$ cat src/rtl/pix_serializer_pkg.sv
package pix_serializer_pkg;

    parameter int DATA_W  = 8;
    parameter int RAW_W   = 10;
    localparam int LOW_W   = RAW_W - DATA_W;
    localparam int PKT_LEN = DATA_W + 4;
    localparam int SLOT_W  = $clog2(PKT_LEN);

    localparam logic START_LVL = 1'b1;
    localparam logic STOP_LVL  = 1'b0;

    typedef struct packed {
        logic              fv;
        logic              lv;
        logic [DATA_W-1:0] data;
    } pkt_fields_t;

    typedef enum logic {
        HALF_FIRST  = 1'b0,
        HALF_SECOND = 1'b1
    } pair_half_e;

    // Bit 0 leaves first: start, data LSB..MSB, lv, fv, stop.
    function automatic logic [PKT_LEN-1:0] frame_packet(input pkt_fields_t f);
        return {STOP_LVL, f.fv, f.lv, f.data, START_LVL};
    endfunction

    // Blanking packets carry zero data.
    function automatic logic [DATA_W-1:0] blank_gate(input logic lv,
                                                     input logic [DATA_W-1:0] d);
        return lv ? d : '0;
    endfunction

endpackage

$ cat src/rtl/pkt_slot_timer.sv
module pkt_slot_timer
    import pix_serializer_pkg::*;
(
    input  logic              clk,
    input  logic              clear,
    output logic              boundary,
    output logic              active,
    output logic [SLOT_W-1:0] slot
);
    localparam logic [SLOT_W-1:0] LAST_SLOT = SLOT_W'(PKT_LEN - 1);

    assign boundary = !clear && (!active || slot == LAST_SLOT);

    always_ff @(posedge clk) begin
        if (clear) begin
            active <= 1'b0;
            slot   <= '0;
        end else if (boundary) begin
            active <= 1'b1;
            slot   <= '0;
        end else if (active) begin
            slot   <= slot + 1'b1;
        end
    end
endmodule

$ cat src/rtl/pkt_composer.sv
module pkt_composer
    import pix_serializer_pkg::*;
(
    input  logic               clk,
    input  logic               clear,
    input  logic               boundary,
    input  logic               bypass_mode,
    input  logic               src_sel,
    input  logic [RAW_W-1:0]   raw_pix,
    input  logic [DATA_W-1:0]  proc_byte,
    input  logic               line_vld,
    input  logic               frame_vld,
    output logic               load_stb,
    output logic [PKT_LEN-1:0] pkt_word
);
    pair_half_e       half_q;
    logic [LOW_W-1:0] low_q;
    logic             lv_q;
    logic             fv_q;
    pkt_fields_t      fields;
    logic [DATA_W-1:0] fresh_byte;

    assign load_stb = boundary && (half_q == HALF_FIRST);

    always_comb begin
        if (bypass_mode || !src_sel)
            fresh_byte = raw_pix[RAW_W-1 -: DATA_W];
        else
            fresh_byte = proc_byte;

        if (half_q == HALF_SECOND) begin
            fields.lv   = lv_q;
            fields.fv   = fv_q;
            fields.data = blank_gate(lv_q, {{(DATA_W-LOW_W){1'b0}}, low_q});
        end else begin
            fields.lv   = line_vld;
            fields.fv   = frame_vld;
            fields.data = blank_gate(line_vld, fresh_byte);
        end
    end

    assign pkt_word = frame_packet(fields);

    always_ff @(posedge clk) begin
        if (clear) begin
            half_q <= HALF_FIRST;
            low_q  <= '0;
            lv_q   <= 1'b0;
            fv_q   <= 1'b0;
        end else if (boundary) begin
            if (half_q == HALF_SECOND) begin
                half_q <= HALF_FIRST;
            end else if (bypass_mode) begin
                half_q <= HALF_SECOND;
                low_q  <= raw_pix[LOW_W-1:0];
                lv_q   <= line_vld;
                fv_q   <= frame_vld;
            end
        end
    end
endmodule

$ cat src/rtl/pkt_shifter.sv
module pkt_shifter
    import pix_serializer_pkg::*;
(
    input  logic               clk,
    input  logic               clear,
    input  logic               load,
    input  logic [PKT_LEN-1:0] word,
    output logic               bit_out
);
    logic [PKT_LEN-1:0] sh_q;

    always_ff @(posedge clk) begin
        if (clear)
            sh_q <= '0;
        else if (load)
            sh_q <= word;
        else
            sh_q <= {1'b0, sh_q[PKT_LEN-1:1]};
    end

    assign bit_out = sh_q[0];
endmodule

$ cat src/rtl/pix_serializer.sv
module pix_serializer
    import pix_serializer_pkg::*;
(
    input  logic              clk,
    input  logic              rst,
    input  logic              stby_hard,
    input  logic              stby_soft,
    input  logic              bypass_mode,
    input  logic              src_sel,
    input  logic [RAW_W-1:0]  raw_pix,
    input  logic [DATA_W-1:0] proc_byte,
    input  logic              line_vld,
    input  logic              frame_vld,
    output logic              load_stb,
    output logic              ser_out,
    output logic              ser_oe
);
    logic               clear;
    logic               boundary;
    logic               active;
    logic [SLOT_W-1:0]  slot;
    logic [PKT_LEN-1:0] pkt_word;
    logic               bit_out;

    assign clear = rst || stby_hard || stby_soft;

    pkt_slot_timer u_timer (
        .clk      (clk),
        .clear    (clear),
        .boundary (boundary),
        .active   (active),
        .slot     (slot)
    );

    pkt_composer u_composer (
        .clk         (clk),
        .clear       (clear),
        .boundary    (boundary),
        .bypass_mode (bypass_mode),
        .src_sel     (src_sel),
        .raw_pix     (raw_pix),
        .proc_byte   (proc_byte),
        .line_vld    (line_vld),
        .frame_vld   (frame_vld),
        .load_stb    (load_stb),
        .pkt_word    (pkt_word)
    );

    pkt_shifter u_shifter (
        .clk     (clk),
        .clear   (clear),
        .load    (boundary),
        .word    (pkt_word),
        .bit_out (bit_out)
    );

    assign ser_oe  = active && !clear;
    assign ser_out = ser_oe && bit_out;
endmodule

$ cat config.mk
export PLATFORM = sky130hd
export DESIGN_NAME = pix_serializer
export DESIGN_NICKNAME = d
export VERILOG_FILES = /design/src/rtl/pix_serializer_pkg.sv /design/src/rtl/pkt_slot_timer.sv /design/src/rtl/pkt_composer.sv /design/src/rtl/pkt_shifter.sv /design/src/rtl/pix_serializer.sv
export SDC_FILE = /design/constraint.sdc
export NUM_CORES = 1
export LEC_CHECK = 0
export BUFFER_PORTS_ARGS = -buffer_cell sky130_fd_sc_hd__clkbuf_2
export CAP_MARGIN = 20
export CORE_MARGIN = 2
export CORE_UTILIZATION = 42
export DETAILED_ROUTE_END_ITERATION = 6
export GPL_TIMING_DRIVEN = 0
export PLACE_DENSITY = 0.67
export SLEW_MARGIN = 20
export SYNTH_ARGS = -nofsm -noshare
export SYNTH_HDL_FRONTEND = slang
export SYNTH_SLANG_ARGS = --single-unit
$ cat constraint.sdc
create_clock -name clk -period 1.7 [get_ports clk]
set_clock_uncertainty 0.2 [all_clocks]
set_input_delay 0.085 -clock clk [delete_from_list [all_inputs] [get_ports clk]]
set_output_delay 0.085 -clock clk [all_outputs]
set_load 0.01 [all_outputs]
==> metrics.csv, run 1 <==
stage;metric;value;unit
sta;final.period_utilization;98.7;%
final_layout;fill_cells;203;
sta;hold_violations;0;
power;leakage;0.590;nW
sta;max_freq;596;MHz
synthesis;synthDistinctLibCells;26;
global_route;grt_antenna_before_repair;0;
floorplan;die-width;51.5;um
final_layout;drive_gt1_share;36.6;%
cts;clk_latency;0.31;ns
cts;cts_htree_levels;1;
setup_path;critical_path.startpoint_type;flip-flop;
synthesis;yosys.area.top_type_share;44.3;%
floorplan;chipHeight;51.5;um
placement;place_ws;-0.138;ns
synthesis;post_synthesis_sequential_area_ratio;44.3;%
final_layout;most_frequent_standard_cell_in_the_layout_excluding_fill_and_tap_cells;clkbuf_2;
global_route;grtUsageTotal;20.5;%
floorplan;top_level_ports;29;
cts;post_cts_clock_slew_at_the_launch_and_capture_registers_of_the_worst_setup_and_hold_paths;0.13;ns
synthesis;ys_warn_count;0;
run_status;outcome;completed;
synthesis;netlist_instances;100;
sta;slew_headroom;77.3;%
setup_path;cp.arrival;1.39;ns
sta;worst-slew-pin-transition;0.339;ns
power;power-per-cell-area;641;nW/um^2
global_route;grt_max_degree;13;
global_route;grt_pass1_vias;885;
global_route;grt_pass1_wl;3.96;mm
sta;grt_setup_unrepaired;true;
placement;port_buffers;28;
synthesis;post-synth-top-area-cell;dfxtp_1;
setup_path;critPathRequiredTime;1.41;ns
sta;final_critical_path_setup_slack;0.0220;ns
synthesis;syn_avg_cell_area;9.48;sq um
detailed_routing;vias_per_cell;4.92;
power;worst_supply_voltage_drop_on_vdd;0.000632;V
cts;tritoncts_num_sinks;21;
placement;dpl_hpwl;1.48;mm
floorplan;floorplan.rows;17;
sta;final.hold.worst_slack;0.00462;ns
detailed_routing;route.antenna.remaining_nets;0;
job;max-cap-violations;0;
sta;report.final.slew_viol_count;0;
cts;cts-buffers-inserted;3;
floorplan;floorplan.core_area;2170;sq um
detailed_routing;dr.pass1.iters;4;
detailed_routing;detail_route.iter0.violations;12;
final_layout;instances_no_fill;181;
sta;period_needed;1.68;ns
synthesis;ys_ff_latch;21;
floorplan;initial_core_util;43.7;%
synthesis;postSynthNetCount;127;
detailed_routing;number_of_remaining_drc_errors;0;
final_layout;most-common-layout-cells;clkbuf_2, dlygate4sd3_1, dfxtp_1, nand3_1, mux2i_1;
worst_hold_path;min-delay-path-class;input pin to flip-flop;
cts;clk_root_buffer_cell;clkbuf_4;
placement;gpl.final_weighted_congestion;0.789;
synthesis;synth_area;948;sq um
sta;setup_viol;0;
final_layout;layout.nets;181;
setup_path;setup.worst_path.end_class;output pin;
cts;clk_path_buf_depth;2;
detailed_routing;routed_wl;2.45;mm
placement;placed_cells_incl_taps;156;
global_route;global_route.overflow_total;0;
detailed_routing;vias;890;
setup_path;critical_path_class;flip-flop to output pin;
final_layout;regArea;423;sq um
final_layout;flow.area_growth_from_synthesis;48.2;%
final_layout;multiInputGateArea;510;sq um
detailed_routing;detail_route.wl_per_cell;13.5;um
final_layout;n_antenna_cell;0;
setup_path;max_fo_critical_path;4;
synthesis;synth.top_cells.by_area;dfxtp_1, mux2i_1, o31ai_2;
floorplan;floorplan.die_area;2650;sq um
cts;tritoncts;done;
==> what timing repair did <==
item | 4_1_cts | 5_1_grt
buffers inserted | 3 | 2
resized for setup | 10 | 4
setup endpoints to repair | 12 | 12
hold endpoints to repair | 18 | 0
pin swaps | 2 | 1
cloned | 0 | 0
hold buffers | 19 | 0
==> critical path, stage by stage, from the launching register on <==
cell	delay (ns)
dfxtp_2	0.38
ha_4	0.13
nand3b_1	0.13
and2_4	0.20
nor3_4	0.10
buf_2	0.15
==> cell type report <==
class | instances | area share [%]
multi-input combinational | 70 | 36.3
sequential | 21 | 30.1
timing repair buffer | 52 | 26.2
buffer | 5 | 2.67
tap | 28 | 2.49
clock buffer | 3 | 1.60
clock inverter | 1 | 0.356
inverter | 1 | 0.267
==> metrics by stage <==
step | TNS, ns | power [W] | cell area (sq um) | util [%]
2_1_floorplan | 0 | 0.000574 | 948 | -
3_3_place_gp | -0.218 | 0.000614 | 1120 | 51.8
3_5_place_dp | -0.371 | 0.000617 | 1120 | 51.8
4_1_cts | -0.304 | 0.000900 | 1390 | 64.0
5_1_grt | -0.108 | 0.000946 | 1410 | 64.8
6_report | 0 | 0.000900 | 1410 | 64.8
==> report_power, final <==
group	internal (W)	total, W	switching (W)
combinational	0.0000870	0.000150	0.0000630
clock	0.0000878	0.000242	0.000154
sequential	0.000501	0.000508	0.00000687
total	0.000676	0.000900	0.000224
==> synthesized netlist by cell type <==
cell type   n
dfxtp_1    21
nand3_1    12
mux2i_1     9
nand2_1     7
o21ai_0     6
o31ai_2     6
buf_2       5
nor3_1      5
a21oi_1     4
nor2_1      4
and2_1      2
buf_6       2
nand2b_1    2
o21a_1      2
xor2_1      2
a311oi_1    1
and3_1      1
and4_1      1
clkbuf_1    1
ha_1        1
inv_2       1
nand3b_1    1
nand4_1     1
nor2b_1     1
or2_1       1
or3_4       1
==> kinds of logic after synthesis <==
logic type / count (synthesis) / synth area share, %
AND/OR/NAND/NOR: 39 / 21.5
buffers and inverters: 9 / 5.80
flip-flops: 21 / 44.3
multiplexers: 9 / 9.50
AO/OA/AOI/OAI: 19 / 15.7
XOR/XNOR: 2 / 1.85
adder cells (fa/ha/maj): 1 / 1.32
==> per-layer routing <==
layer | GRT usage (%) | part of all wire, % | vias to the layer above
li1 | - | - | 462
met1 | 25.1 | 44 | 414
met2 | 35.7 | 53 | 12
met3 | 5.17 | 2.3 | 2
met4 | 5.26 | 0.78 | 0
met5 | 0 | 0 | -
==> path summary, 6_finish.rpt <==
path,startpoint,to,slack (ns),cells past startpoint
setup / recovery,u_timer.slot[0],load_stb,0.02,5
hold / removal,raw_pix[2],u_shifter.sh_q[1],0.005,4
setup reg to reg,u_timer.slot[0],u_shifter.sh_q[7],0.05,6
hold reg to reg,u_shifter.sh_q[1],u_shifter.sh_q[0],0.24,2
==> state kept, by name, indices dropped and copies added (netlist names) <==
| register | flops |
|---|---|
| u_shifter.sh_q | 11 |
| u_timer.slot | 4 |
| u_composer.low_q | 2 |
| u_composer.fv_q | 1 |
| u_composer.half_q | 1 |
| u_composer.lv_q | 1 |
| u_timer.active | 1 |
Note: power is estimated with default switching activity, not from simulation.
==> run 2, diff against run 1 <==
--- a/config.mk
+++ b/config.mk
@@ -6,11 +6,12 @@
 export NUM_CORES = 1
 export LEC_CHECK = 0
 export BUFFER_PORTS_ARGS = -buffer_cell sky130_fd_sc_hd__clkbuf_2
-export CAP_MARGIN = 20
+export CAP_MARGIN = 25
 export CORE_MARGIN = 2
 export CORE_UTILIZATION = 42
 export DETAILED_ROUTE_END_ITERATION = 6
 export GPL_TIMING_DRIVEN = 0
+export HOLD_SLACK_MARGIN = 0.05
 export PLACE_DENSITY = 0.67
 export SLEW_MARGIN = 20
 export SYNTH_ARGS = -nofsm -noshare
==> run 2 against run 1 <==
Count of clock-buffer cells in the layout stayed put. Setup slack lost 0.013 ns. First-iteration DRC count fell by 25%. Sequential share of layout area shrank 0.42 points. Critical path depth stayed put. Combinational power grew 3%. Clock power increased by 2%. Final cell count increased by 1.1%. Sequential power is essentially flat. Utilization up 0.92 points. Final area increased by 1.4%. Die area did not move. Critical path type unchanged. Critical endpoint unchanged. Largest cell class unchanged. Largest power group unchanged.
==> metrics.csv, run 2 (synthesis gave the netlist of run 1 again) <==
stage;metric;value;unit;change
detailed_routing;detail_route.iter0.violations;9;;-3
floorplan;floorplan.die_area;2650;sq um;unchanged
cts;clk_path_buf_depth;2;;unchanged
detailed_routing;route.antenna.remaining_nets;0;;unchanged
cts;cts-buffers-inserted;3;;unchanged
detailed_routing;number_of_remaining_drc_errors;0;;unchanged
setup_path;rrSetupSlack;0.05;ns;about the same
sta;hold_violations;0;;unchanged
setup_path;crit_path_start;u_timer.slot[0];;
detailed_routing;routed_wl;2.50;mm;+1.9%
placement;place_ws;-0.138;ns;unchanged
global_route;grtUsageTotal;21.1;%;+0.67 points
cts;post_cts_clock_slew_at_the_launch_and_capture_registers_of_the_worst_setup_and_hold_paths;0.13;ns;about the same
setup_path;worst_setup_path_endpoint;load_stb;;
final_layout;layout.nets;183;;+1.1%
global_route;grt_pass1_vias;925;;+4.5%
sta;final.hold.worst_slack;0.0489;ns;+0.0443 ns
sta;period_needed;1.69;ns;+0.0134 ns
cts;clk_latency;0.32;ns;about the same
sta;finalSetupTns;0;ns;unchanged
final_layout;regArea;423;sq um;unchanged
floorplan;die-width;51.5;um;unchanged
cts;tritoncts;done;;
final_layout;most_frequent_standard_cell_in_the_layout_excluding_fill_and_tap_cells;clkbuf_2;;
final_layout;largest_register_ff_count;11;;unchanged
final_layout;post-route-util;65.7;%;+0.92 points
sta;setup_viol;0;;unchanged
detailed_routing;detail_route.wl_per_cell;13.6;um;+0.76%
placement;port_buffers;28;;unchanged
placement;dpl_hpwl;1.48;mm;unchanged
global_route;grt_pass1_wl;4.09;mm;+3.3%
floorplan;initial_core_util;43.7;%;unchanged
final_layout;fill_cells;203;;unchanged
power;worst_supply_voltage_drop_on_vdd;0.000637;V;+0.80%
job;max-cap-violations;0;;unchanged
detailed_routing;vias_per_cell;4.92;;about the same
floorplan;floorplan.rows;17;;unchanged
worst_hold_path;min-delay-path-class;input pin to flip-flop;;
sta;max_freq;591;MHz;-0.79%
cts;clk_root_buffer_cell;clkbuf_4;;
setup_path;setup.worst_path.end_class;output pin;;
floorplan;chipHeight;51.5;um;unchanged
power;leakage;0.598;nW;+1.4%
floorplan;top_level_ports;29;;unchanged
final_layout;n_antenna_cell;0;;unchanged
power;power-per-cell-area;638;nW/um^2;-0.36%
placement;gpl.final_weighted_congestion;0.789;;unchanged
sta;final_critical_path_setup_slack;0.00858;ns;-0.0134 ns
global_route;global_route.overflow_total;0;;unchanged
final_layout;drive_gt1_share;36.1;%;-0.47 points
setup_path;rr_worst_depth;6;;unchanged
final_layout;flow.area_growth_from_synthesis;50.3;%;
sta;worst-slew-pin-transition;0.341;ns;+0.00125 ns
final_layout;multiInputGateArea;510;sq um;unchanged
sta;slew_headroom;77.3;%;-0.084 points
cts;cts_htree_levels;1;;unchanged
final_layout;most-common-layout-cells;clkbuf_2, dlygate4sd3_1, dfxtp_1, nand3_1, mux2i_1;;
setup_path;critPathRequiredTime;1.41;ns;about the same
setup_path;cp.arrival;1.41;ns;+0.02 ns
power;p_total;0.000910;W;+1.1%
setup_path;worstReg2RegStart;u_timer.slot[0];;
setup_path;critical_path_class;flip-flop to output pin;;
final_layout;top_register;u_shifter.sh_q;;
setup_path;critical_path.startpoint_type;flip-flop;;
setup_path;crit-reg2reg-capture;u_shifter.sh_q[7];;
sta;report.final.slew_viol_count;0;;unchanged
detailed_routing;vias;900;;+1.1%
global_route;grt_max_degree;13;;unchanged
floorplan;floorplan.core_area;2170;sq um;unchanged
global_route;grt_antenna_before_repair;0;;unchanged
detailed_routing;dr.pass1.iters;4;;unchanged
sta;grt_setup_unrepaired;true;;
setup_path;max_fo_critical_path;4;;unchanged
cts;tritoncts_num_sinks;21;;unchanged
run_status;outcome;completed;;
sta;final.period_utilization;99.5;%;+0.79 points
final_layout;reg.largest.list;u_shifter.sh_q x11, u_timer.slot x4, u_composer.low_q x2;;
## run 2: critical path, stage by stage, from the launching register on
cell and delay [ns]:
dfxtp_2 0.38, ha_4 0.13, nand3b_1 0.13, and2_4 0.20, nor3_4 0.10, buf_2 0.15
## run 2: area by class of cell
type	instances	share of cell area [%]
inverters	1	0.263
clock buffers	3	1.58
repair buffers	54	27.2
clock inverters	1	0.351
well taps	28	2.46
multi-input cells	70	35.8
plain buffers	5	2.63
flip-flops and latches	21	29.7
## run 2: worst min path at each step
| stage | start | to | cells after the start |
|---|---|---|---|
| 2_1_floorplan | frame_vld | u_composer.fv_q | 2 |
| 3_3_place_gp | raw_pix[1] | u_composer.low_q[1] | 3 |
| 3_5_place_dp | raw_pix[1] | u_composer.low_q[1] | 3 |
| 4_1_cts | bypass_mode | u_composer.fv_q | 4 |
| 5_1_grt | bypass_mode | u_composer.fv_q | 4 |
| 6_report | bypass_mode | u_composer.half_q | 5 |
## run 2: repair_timing
action,CTS,global route
hold buffers,21,0
gates resized for setup,10,4
endpoints found under the setup margin,12,12
endpoints found under the hold margin,19,0
pin swaps,2,1
setup buffers,3,2
## run 2: through the flow
step                cells  area, sq um
floorplan             100          948
global route          183         1430
global placement      156         1120
finish                183         1430
CTS                   183         1410
detailed placement    156         1120
## run 2: routing by layer
layer / share of wire [%] / global-route usage (%) / vias up
li1: - / - / 463
met1: 43 / 26.0 / 416
met2: 53 / 35.9 / 17
met3: 2.9 / 5.46 / 4
met4: 1.4 / 7.02 / 0
met5: 0 / 0 / -
## run 2: report_power, final
| part | internal (W) | switching [W] | total [W] |
|---|---|---|---|
| Clock | 0.0000880 | 0.000159 | 0.000247 |
| Combinational | 0.0000907 | 0.0000641 | 0.000155 |
| Sequential | 0.000501 | 0.00000679 | 0.000508 |
